[src/rtl/bel_pkg.sv]
package bel_pkg;
    localparam int CTRL_W = 4;
    localparam int STAT_W = 2;

    typedef struct packed {
        logic lock_en;
        logic mc_en;
        logic merr_en;
        logic par_en;
    } ctrl_t;

    typedef struct packed {
        logic merr;
        logic par;
    } stat_t;

    typedef struct packed {
        ctrl_t ctrl;
        stat_t stat;
    } regs_state_t;
endpackage

[src/rtl/bel_parity.sv]
module bel_parity #(
    parameter int DATA_W = 32,
    parameter int LANE_W = 8
) (
    input  logic                       valid_i,
    input  logic [DATA_W-1:0]          data_i,
    input  logic [DATA_W/LANE_W-1:0]   par_i,
    output logic                       bad_o
);
    localparam int LANES = DATA_W / LANE_W;

    logic [LANES-1:0] lane_ok;

    for (genvar k = 0; k < LANES; k++) begin : g_lane
        assign lane_ok[k] = ^{data_i[k*LANE_W +: LANE_W], par_i[k]};
    end

    always_comb begin
        bad_o = valid_i & ~(&lane_ok);
    end
endmodule

[src/rtl/bel_mc_stretch.sv]
module bel_mc_stretch #(
    parameter int MC_CYCLES = 2
) (
    input  logic clk_i,
    input  logic rst_i,
    input  logic fire_i,
    output logic mc_n_o
);
    localparam int CNT_W = $clog2(MC_CYCLES + 1);

    typedef struct packed {
        logic [CNT_W-1:0] cnt;
    } mc_state_t;

    mc_state_t st_d, st_q;

    always_comb begin
        st_d = st_q;
        if (fire_i) begin
            st_d.cnt = CNT_W'(MC_CYCLES);
        end else if (st_q.cnt != '0) begin
            st_d.cnt = st_q.cnt - 1'b1;
        end
    end

    always_ff @(posedge clk_i) begin
        if (rst_i) begin
            st_q <= '0;
        end else begin
            st_q <= st_d;
        end
    end

    assign mc_n_o = (st_q.cnt == '0);
endmodule

[src/rtl/bel_regs.sv]
module bel_regs
    import bel_pkg::*;
#(
    parameter int ADDR_W = 2
) (
    input  logic              clk_i,
    input  logic              rst_i,
    input  logic              par_bad_i,
    input  logic              merr_i,
    input  logic              we_i,
    input  logic [ADDR_W-1:0] addr_i,
    input  logic [CTRL_W-1:0] wdata_i,
    output logic [CTRL_W-1:0] rdata_o,
    output ctrl_t             ctrl_o,
    output stat_t             stat_o,
    output logic              log_o
);
    localparam logic [ADDR_W-1:0] ADR_CTRL = ADDR_W'(0);
    localparam logic [ADDR_W-1:0] ADR_STAT = ADDR_W'(1);

    regs_state_t st_d, st_q;
    logic        pending;
    logic        par_hit;
    logic        merr_hit;
    stat_t       clr_mask;

    always_comb begin
        st_d     = st_q;
        pending  = (st_q.stat != '0);
        par_hit  = par_bad_i & st_q.ctrl.par_en & ~pending;
        merr_hit = merr_i & st_q.ctrl.merr_en & ~pending;
        clr_mask = '0;

        if (we_i && addr_i == ADR_CTRL) begin
            st_d.ctrl = ctrl_t'(wdata_i);
        end
        if (we_i && addr_i == ADR_STAT) begin
            clr_mask = stat_t'(wdata_i[STAT_W-1:0]);
        end

        st_d.stat.par  = (st_q.stat.par  & ~clr_mask.par)  | par_hit;
        st_d.stat.merr = (st_q.stat.merr & ~clr_mask.merr) | merr_hit;

        log_o = (par_hit | merr_hit) & st_q.ctrl.mc_en;

        unique case (addr_i)
            ADR_CTRL: rdata_o = st_q.ctrl;
            ADR_STAT: rdata_o = CTRL_W'(st_q.stat);
            default:  rdata_o = '0;
        endcase
    end

    always_ff @(posedge clk_i) begin
        if (rst_i) begin
            st_q <= '0;
        end else begin
            st_q <= st_d;
        end
    end

    assign ctrl_o = st_q.ctrl;
    assign stat_o = st_q.stat;
endmodule

[src/rtl/bus_err_logger.sv]
module bus_err_logger
    import bel_pkg::*;
#(
    parameter int DATA_W    = 32,
    parameter int ADDR_W    = 2,
    parameter int MC_CYCLES = 2
) (
    input  logic                  clk_i,
    input  logic                  rst_i,
    input  logic                  wr_valid_i,
    input  logic [DATA_W-1:0]     wr_data_i,
    input  logic [DATA_W/8-1:0]   wr_par_i,
    input  logic                  merr_i,
    input  logic                  reg_we_i,
    input  logic [ADDR_W-1:0]     reg_addr_i,
    input  logic [CTRL_W-1:0]     reg_wdata_i,
    output logic [CTRL_W-1:0]     reg_rdata_o,
    output logic                  mcheck_n_o,
    output logic                  lock_err_o
);
    logic  par_bad;
    logic  log_fire;
    ctrl_t ctrl_w;
    stat_t stat_w;

    bel_parity #(
        .DATA_W (DATA_W),
        .LANE_W (8)
    ) u_parity (
        .valid_i (wr_valid_i),
        .data_i  (wr_data_i),
        .par_i   (wr_par_i),
        .bad_o   (par_bad)
    );

    bel_regs #(
        .ADDR_W (ADDR_W)
    ) u_regs (
        .clk_i     (clk_i),
        .rst_i     (rst_i),
        .par_bad_i (par_bad),
        .merr_i    (merr_i),
        .we_i      (reg_we_i),
        .addr_i    (reg_addr_i),
        .wdata_i   (reg_wdata_i),
        .rdata_o   (reg_rdata_o),
        .ctrl_o    (ctrl_w),
        .stat_o    (stat_w),
        .log_o     (log_fire)
    );

    bel_mc_stretch #(
        .MC_CYCLES (MC_CYCLES)
    ) u_mc (
        .clk_i  (clk_i),
        .rst_i  (rst_i),
        .fire_i (log_fire),
        .mc_n_o (mcheck_n_o)
    );

    assign lock_err_o = ctrl_w.lock_en;
endmodule

[config.mk]
export PLATFORM = sky130hd
export DESIGN_NAME = bus_err_logger
export DESIGN_NICKNAME = d
export VERILOG_FILES = /design/src/rtl/bel_pkg.sv /design/src/rtl/bel_parity.sv /design/src/rtl/bel_mc_stretch.sv /design/src/rtl/bel_regs.sv /design/src/rtl/bus_err_logger.sv
export SDC_FILE = /design/constraint.sdc
export NUM_CORES = 1
export LEC_CHECK = 0
export BUFFER_PORTS_ARGS = -buffer_cell sky130_fd_sc_hd__buf_2
export CAP_MARGIN = 20
export CORE_AREA = 8 8 51 53
export DETAILED_ROUTE_END_ITERATION = 12
export DIE_AREA = 0 0 59 61
export GPL_ROUTABILITY_DRIVEN = 1
export HOLD_SLACK_MARGIN = 0.05
export MAX_ROUTING_LAYER = met4
export PLACE_DENSITY = 0.81
export SYNTH_ARGS = -nofsm -noshare
export SYNTH_HDL_FRONTEND = slang
export SYNTH_HIERARCHICAL = 1
export SYNTH_SLANG_ARGS = --single-unit
[constraint.sdc]
create_clock -name clk_i -period 3.7 [get_ports clk_i]
set_input_delay 0.555 -clock clk_i [delete_from_list [all_inputs] [get_ports clk_i]]
set_output_delay 0.555 -clock clk_i [all_outputs]
set_load 0.01 [all_outputs]
==> impl_results.md, run 1 <==
* Result of the run: finished, final reports clean
* Worst vdd rail ir drop at 0.219 mV
* Overall via count from detail_route at 720
* Clock sink total at 8
* Post-synthesis area per instance at 10.5 sq um
* Post-detailed-placement half-perimeter wirelength at 1670 um
* Width of the die at 59 um
* Sequential share of the synthesized area at 21.3%
* Worst-skew pair later-pin latency at 0.26 ns
* Number of placed instances, taps included at 149
* Setup violations, final at 0
* Final-layout fill cell count at 179
* Critical path launch point type: primary input
* Detailed-routing iteration count for the pre-antenna-repair pass at 4
* Maximum root-to-sink buffer count at 2
* Hold WC Path Type: reg2reg
* Area of the core at 0.00184 sq mm
* Vias in the first global route at 728
* Number of antenna violations at the first check in global routing at 0
* Final Hold Viols at 0
* Data required time of the critical path at 3.87 ns
* Total power of the final layout at 273 uW
* DRT iter0 DRCs at 13
* First-pass GRT wire length at 3210 um
* Fmax at 454 MHz
* Post-Syn Nets at 119
* Slowest library cell on the worst path: sky130_fd_sc_hd__xnor3_2
* Gpl congestion at 0.792
* Setup skew after layout at 0.00690 ns
* DR WL met3 at 341 um
* Uppermost layer routed: met4
* Post-Layout Cell Count at 152
* Min Hold Slack at 0.478 ns
* Final Cell Area at 0.00105 sq mm
* Syn Inst Count at 72
* Nets@finish at 174
* Max-cap violations at 0
* Post-CTS setup-driven buffer insertion count at 0
* Total global-route track usage at 11.8%
* DR DRC count at 0
* Final Worst Setup Slack at 1.50 ns
* Final antenna-violating net count at 0
* Number of buffers inserted for hold repair after clock tree synthesis at 0
* Leak pwr at 0.489 nW
* Peak fanout along the critical path at 2
* Final critical-path share of the clock period at 59.6%
* Sum of overflow across all layers after global routing at 0
* Total standard cell area after synthesis at 753 sq um
* Initial Utilization at 40.9%
* Share of final-layout standard cells stronger than drive strength 1 at 48.0%
* Library cell used as clock root buffer: sky130_fd_sc_hd__clkbuf_4
* Routed wire length at 1970 um
* Worst slack at placement at 1.23 ns
* WL per Instance at 13.0 um
* CP arrival at 2.37 ns
* Vias per inst at 4.74
* Critical Path End Type: register
* Critical path, cell by cell: buf_2 -> xor2_1 -> xnor3_2 -> xnor2_1 -> o41a_1 -> a22oi_1 -> nor4b_1 -> nor4b_2
* Number of core rows at 16
* Overall die height at 61 um
* Number of port buffers at 52
* Max-slew violation count at 0
* Buffer and inverter count on the worst path at 1
* Post-layout min period at 2.20 ns
* Ant. Diodes at 0
* Post-layout utilization of the core at 57.3%
* CTS buffer count at 3
* H-tree levels at 1
* Power Dens Cells at 259 mW/mm^2
* Die footprint at 0.00360 sq mm
* Accumulated negative setup slack at 0 ns
* Delay contributed by the slowest stage of the critical path at 0.44 ns
* Max-slew headroom at 67.1%
* Post-synthesis sequential element count at 8
* Post-synthesis cell type count at 20
* Cells resized by post-CTS repair at 0
* Pin count of the biggest net entering global routing at 15
* Count of pins on the block boundary at 53
* Critical Setup Path Class: in2reg
* Wire length the detailed router placed on met1 at 785 um
* Clock tree from TritonCTS: done
* Unrepaired setup endpoints after global routing: false
* Synth warnings at 6
* Top delay family on crit path: XOR/XNOR gates
* Area overhead of the layout relative to synthesis at 40.0%
* Placed inst area at 0.00103 sq mm
* Met2 wirelength from detailed routing at 818 um
* Actual transition at the worst max-transition pin at 0.487 ns
* Clock transition time at the flip-flop clock pins of the worst setup and hold paths at 0.05 ns
## layer usage
layer	track usage, %	vias to the layer above
li1	-	357
met1	12.4	309
met2	18.4	51
met3	6.57	3
met4	4.10	0
met5	-	-
## registers in the layout, summed over array words and instances, names as in the netlist
| name | count |
|---|---|
| u_regs/stat_o | 2 |
| u_regs/ctrl_o | 4 |
| u_mc/st_q | 2 |
## worst register-to-register path: stages, from the launching register on
cell	delay, ns
sky130_fd_sc_hd__dfxtp_1	0.40
sky130_fd_sc_hd__a22oi_1	0.10
sky130_fd_sc_hd__nor4b_1	0.44
sky130_fd_sc_hd__a21oi_1	0.08
sky130_fd_sc_hd__nor2_1	0.10
## kinds of logic (layout without fill, tap and decap cells)
group	count (synthesis)	count (layout)	synth area share (%)
xor+xnor	28	28	40.0
simple gates	23	23	23.9
flops	8	8	21.3
mux	6	6	7.97
compound gates	5	5	4.82
buf+inv	2	55	1.99
## worst paths after layout
check,endpoint,depth (start not counted),from,slack [ns]
hold / removal,u_mc/st_q[0],1,u_mc/st_q[0],0.48
setup reg to reg,u_mc/st_q[1],4,u_regs/ctrl_o[1],2.52
hold reg to reg,u_mc/st_q[0],1,u_mc/st_q[0],0.48
setup / recovery,u_mc/st_q[0],8,wr_data_i[3],1.50
## placed cells by master (no fill, tap or decap)
cell type	netlist	final
sky130_fd_sc_hd__buf_2	0	52
sky130_fd_sc_hd__xnor2_1	18	18
sky130_fd_sc_hd__nand2b_1	10	10
sky130_fd_sc_hd__dfxtp_1	8	8
sky130_fd_sc_hd__xor2_1	6	6
sky130_fd_sc_hd__mux2i_1	6	6
sky130_fd_sc_hd__nor2_1	4	4
sky130_fd_sc_hd__clkbuf_4	0	3
sky130_fd_sc_hd__xnor3_1	3	3
sky130_fd_sc_hd__nor3b_1	2	2
sky130_fd_sc_hd__nand4bb_1	2	2
sky130_fd_sc_hd__and4b_2	2	2
sky130_fd_sc_hd__o22ai_1	2	2
sky130_fd_sc_hd__nor4b_2	1	1
sky130_fd_sc_hd__a21oi_1	1	1
sky130_fd_sc_hd__xnor3_2	1	1
sky130_fd_sc_hd__o41a_1	1	1
sky130_fd_sc_hd__a22oi_1	1	1
sky130_fd_sc_hd__nor4b_1	1	1
sky130_fd_sc_hd__nor3b_4	1	1
## synth_stat cells, drive strengths merged
master	n	area [sq um]
nand4bb	2	22.5
clkbuf	1	3.75
o22ai	2	12.5
a21oi	1	5.00
nor3b	3	33.8
a22oi	1	7.51
nand2b	10	62.6
buf	1	11.3
nor2	4	15.0
mux2i	6	60.1
nor4b	2	23.8
and4b	2	22.5
xnor2	18	158
dfxtp	8	160
xor2	6	52.6
o41a	1	11.3
xnor3	4	91.3
## cell type report
cell class              count  area [sq um]  share of cell area (%)
clock buffers               3          22.5                    2.14
multi-input cells          62           578                    54.8
flip-flops and latches      8           160                    15.2
well taps                  27          33.8                    3.20
repair buffers             52           260                    24.7
## where the power goes
group	leakage [nW]	switching [mW]	internal [mW]
combinational	0.411	0.0415	0.0733
sequential	0.0648	0.00217	0.0884
clock	0.0138	0.0303	0.0371
No activity file was read; power rests on OpenSTA's default activity.
==> run 2, diff against run 1 <==
- CORE_AREA: 8 8 51 53 -> 8 8 55 57
- DIE_AREA: 0 0 59 61 -> 0 0 63 65
- PLACE_DENSITY: 0.81 -> 0.72
- clock period: 3.7 -> 1.8 ns (I/O delays scaled with it)
==> impl_results.md, run 2 (synthesized netlist as in run 1, its figures left out) <==
* Width of the die at 63 um (was 59 um)
* Power Dens Cells at 514 mW/mm^2 (was 259 mW/mm^2)
* Post-layout min period at 1.78 ns
* DR DRC count at 0 (unchanged)
* CTS buffer count at 3 (unchanged)
* Overall die height at 65 um (was 61 um)
* CP arrival at 1.92 ns (was 2.37 ns)
* Fmax at 561 MHz
* Clock transition time at the flip-flop clock pins of the worst setup and hold paths at 0.06 ns (was 0.05 ns)
* Vias per inst at 4.50 (was 4.74)
* Overall via count from detail_route at 689 (was 720)
* Worst vdd rail ir drop at 0.335 mV (was 0.219 mV)
* Critical Setup Path Class: in2reg (unchanged)
* Gpl congestion at 0.772 (was 0.792)
* Area of the core at 0.00215 sq mm (was 0.00184 sq mm)
* Final antenna-violating net count at 0 (unchanged)
* Post-CTS setup-driven buffer insertion count at 0 (unchanged)
* Die footprint at 0.00410 sq mm (was 0.00360 sq mm)
* Reg2Reg Depth at 4 (unchanged)
* Pin count of the biggest net entering global routing at 15 (unchanged)
* Total global-route track usage at 10.2% (was 11.8%)
* Peak fanout along the critical path at 2 (unchanged)
* Commonest cells after routing, fill and taps aside: 50 x sky130_fd_sc_hd__buf_2, 14 x sky130_fd_sc_hd__xnor2_1, 10 x sky130_fd_sc_hd__nand2b_1 (was 52 x sky130_fd_sc_hd__buf_2, 18 x sky130_fd_sc_hd__xnor2_1, 10 x sky130_fd_sc_hd__nand2b_1)
* Result of the run: finished, final reports clean (unchanged)
* Total power of the final layout at 575 uW (was 273 uW)
* Max-slew violation count at 0 (unchanged)
* Detailed-routing iteration count for the pre-antenna-repair pass at 4 (unchanged)
* Internal power at 418 uW (was 199 uW)
* Final-layout fill cell count at 203 (was 179)
* Count of pins on the block boundary at 53 (unchanged)
* Leak pwr at 0.518 nW (was 0.489 nW)
* Critical Path End Type: register (unchanged)
* Number of antenna violations at the first check in global routing at 0 (unchanged)
* Flip-flop count of the largest register after layout at 4 (unchanged)
* DRT iter0 DRCs at 29 (was 13)
* Ant. Diodes at 0 (unchanged)
* Critical path launch point type: primary input (unchanged)
* Data required time of the critical path at 1.93 ns (was 3.87 ns)
* Sum of overflow across all layers after global routing at 0 (unchanged)
* WL per Instance at 13.2 um (was 13.0 um)
* Share of final-layout standard cells stronger than drive strength 1 at 53.6% (was 48.0%)
* Min Hold Slack at 0.270 ns (was 0.478 ns)
* Unrepaired setup endpoints after global routing: true (was false)
* Critical path, cell by cell: buf_2 -> xnor2_2 -> xnor3_2 -> xnor2_1 -> o41a_1 -> a22oi_2 -> nor4b_2 -> a21oi_1 -> nor2_1 (was buf_2 -> xor2_1 -> xnor3_2 -> xnor2_1 -> o41a_1 -> a22oi_1 -> nor4b_1 -> nor4b_2)
* Internal reg-to-reg setup slack at 0.74 ns (was 2.52 ns)
* Net switching fraction of the power at 27.2% (was 27.1%)
* Number of port buffers at 52 (unchanged)
* Initial Utilization at 35.1% (was 40.9%)
* Delay contributed by the slowest stage of the critical path at 0.43 ns (was 0.44 ns)
* Maximum root-to-sink buffer count at 2 (unchanged)
* Setup skew after layout at 0.00478 ns (was 0.00690 ns)
* Accumulated negative setup slack at 0 ns (unchanged)
* Power share of the sequential group at 32.4% (was 33.2%)
* Setup violations, final at 0 (unchanged)
* Post-Layout Cell Count at 153 (was 152)
* Most frequent standard cell in the layout excluding fill and tap cells: sky130_fd_sc_hd__buf_2 (unchanged)
* Library cell used as clock root buffer: sky130_fd_sc_hd__clkbuf_4 (unchanged)
* Actual transition at the worst max-transition pin at 0.311 ns (was 0.487 ns)
* Number of placed instances, taps included at 150 (was 149)
* Vias in the first global route at 770 (was 728)
* Number of core rows at 17 (was 16)
* Area overhead of the layout relative to synthesis at 48.3% (was 40.0%)
* Worst-skew pair later-pin latency at 0.25 ns (was 0.26 ns)
* Post-detailed-placement half-perimeter wirelength at 1650 um (was 1670 um)
* Final Hold Viols at 0 (unchanged)
* Nets@finish at 174 (unchanged)
* Final critical-path share of the clock period at 99.1%
* Buffer and inverter count on the worst path at 1 (unchanged)
* Slowest library cell on the worst path: sky130_fd_sc_hd__xnor3_2 (unchanged)
* Switching power total at 156 uW (was 74.0 uW)
* First-pass GRT wire length at 3350 um (was 3210 um)
* Hold depth at 3 (was 1)
* Max-cap violations at 0 (unchanged)
* Cell count along the critical path at 9 (was 8)
* Clock tree from TritonCTS: done (unchanged)
* Part of the power in combinational logic at 43.9% (was 42.1%)
* Max-slew headroom at 79.3% (was 67.1%)
* H-tree levels at 1 (unchanged)
* Clock network fraction of total power at 23.7% (was 24.7%)
* Hold WC Path Type: in2reg (was reg2reg)
* Clock sink total at 8 (unchanged)
* Top delay family on crit path: compound AO/OA/AOI/OAI gates (was XOR/XNOR gates)
* Routed wire length at 2010 um (was 1970 um)
## run 2: cell counts in the layout (fill, tap and decap cells not counted)
Identical to the previous run, type by type.
## run 2: power groups by stage
stage	clock network, mW	logic [mW]	registers [mW]
after floorplan	0	0.165	0.189
after global placement	0	0.237	0.190
after detailed placement	0	0.241	0.190
after CTS	0.141	0.249	0.186
after global routing	0.150	0.280	0.187
final	0.136	0.252	0.186
## run 2: worst paths after layout
| path | from | to |
|---|---|---|
| max | wr_data_i[7] | u_mc/st_q[1] |
| min reg2reg | u_mc/st_q[0] | u_mc/st_q[0] |
| max reg2reg | u_regs/ctrl_o[0] | u_mc/st_q[1] |
| min | reg_wdata_i[3] | u_regs/ctrl_o[3] |
## run 2: stage by stage
stage / utilization [%] / worst slack [ns] / instance area [sq um]
finish: 52.0 / 0.0165 / 1120
global route: 52.0 / -0.113 / 1120
CTS: 51.0 / -0.00570 / 1090
detailed placement: 48.7 / -0.345 / 1050
global placement: 48.7 / -0.272 / 1050
floorplan: - / -0.0909 / 767
## run 2: worst min-delay path, stage by stage
cell	delay, ns
sky130_fd_sc_hd__buf_2	0.09
sky130_fd_sc_hd__nand2b_1	0.05
sky130_fd_sc_hd__mux2i_1	0.06
## run 2: routing by layer
layer | up-vias | routed length, um | GRT usage [%] | share of wire (%)
met5 | - | 0 | - | 0
met2 | 44 | 799 | 14.0 | 40
li1 | 356 | - | - | -
met4 | 0 | 0 | 4.27 | 0
met3 | 0 | 258 | 5.15 | 13
met1 | 289 | 956 | 12.2 | 47
## run 2: layout make-up
type | count | area, sq um | share of cell area, %
Clock buffer | 3 | 22.5 | 2.02
Multi-Input combinational cell | 62 | 627 | 56.1
Sequential cell | 8 | 160 | 14.3
Tap cell | 28 | 35.0 | 3.14
Timing Repair Buffer | 52 | 273 | 24.4
## run 2: timing repair
action                                  4_1_cts  5_1_grt
endpoints found under the setup margin        2        2
pin swaps                                     2        1
endpoints found under the hold margin         0        0
resized for setup                             4        3
hold buffers                                  0        0
cloned                                        0        0
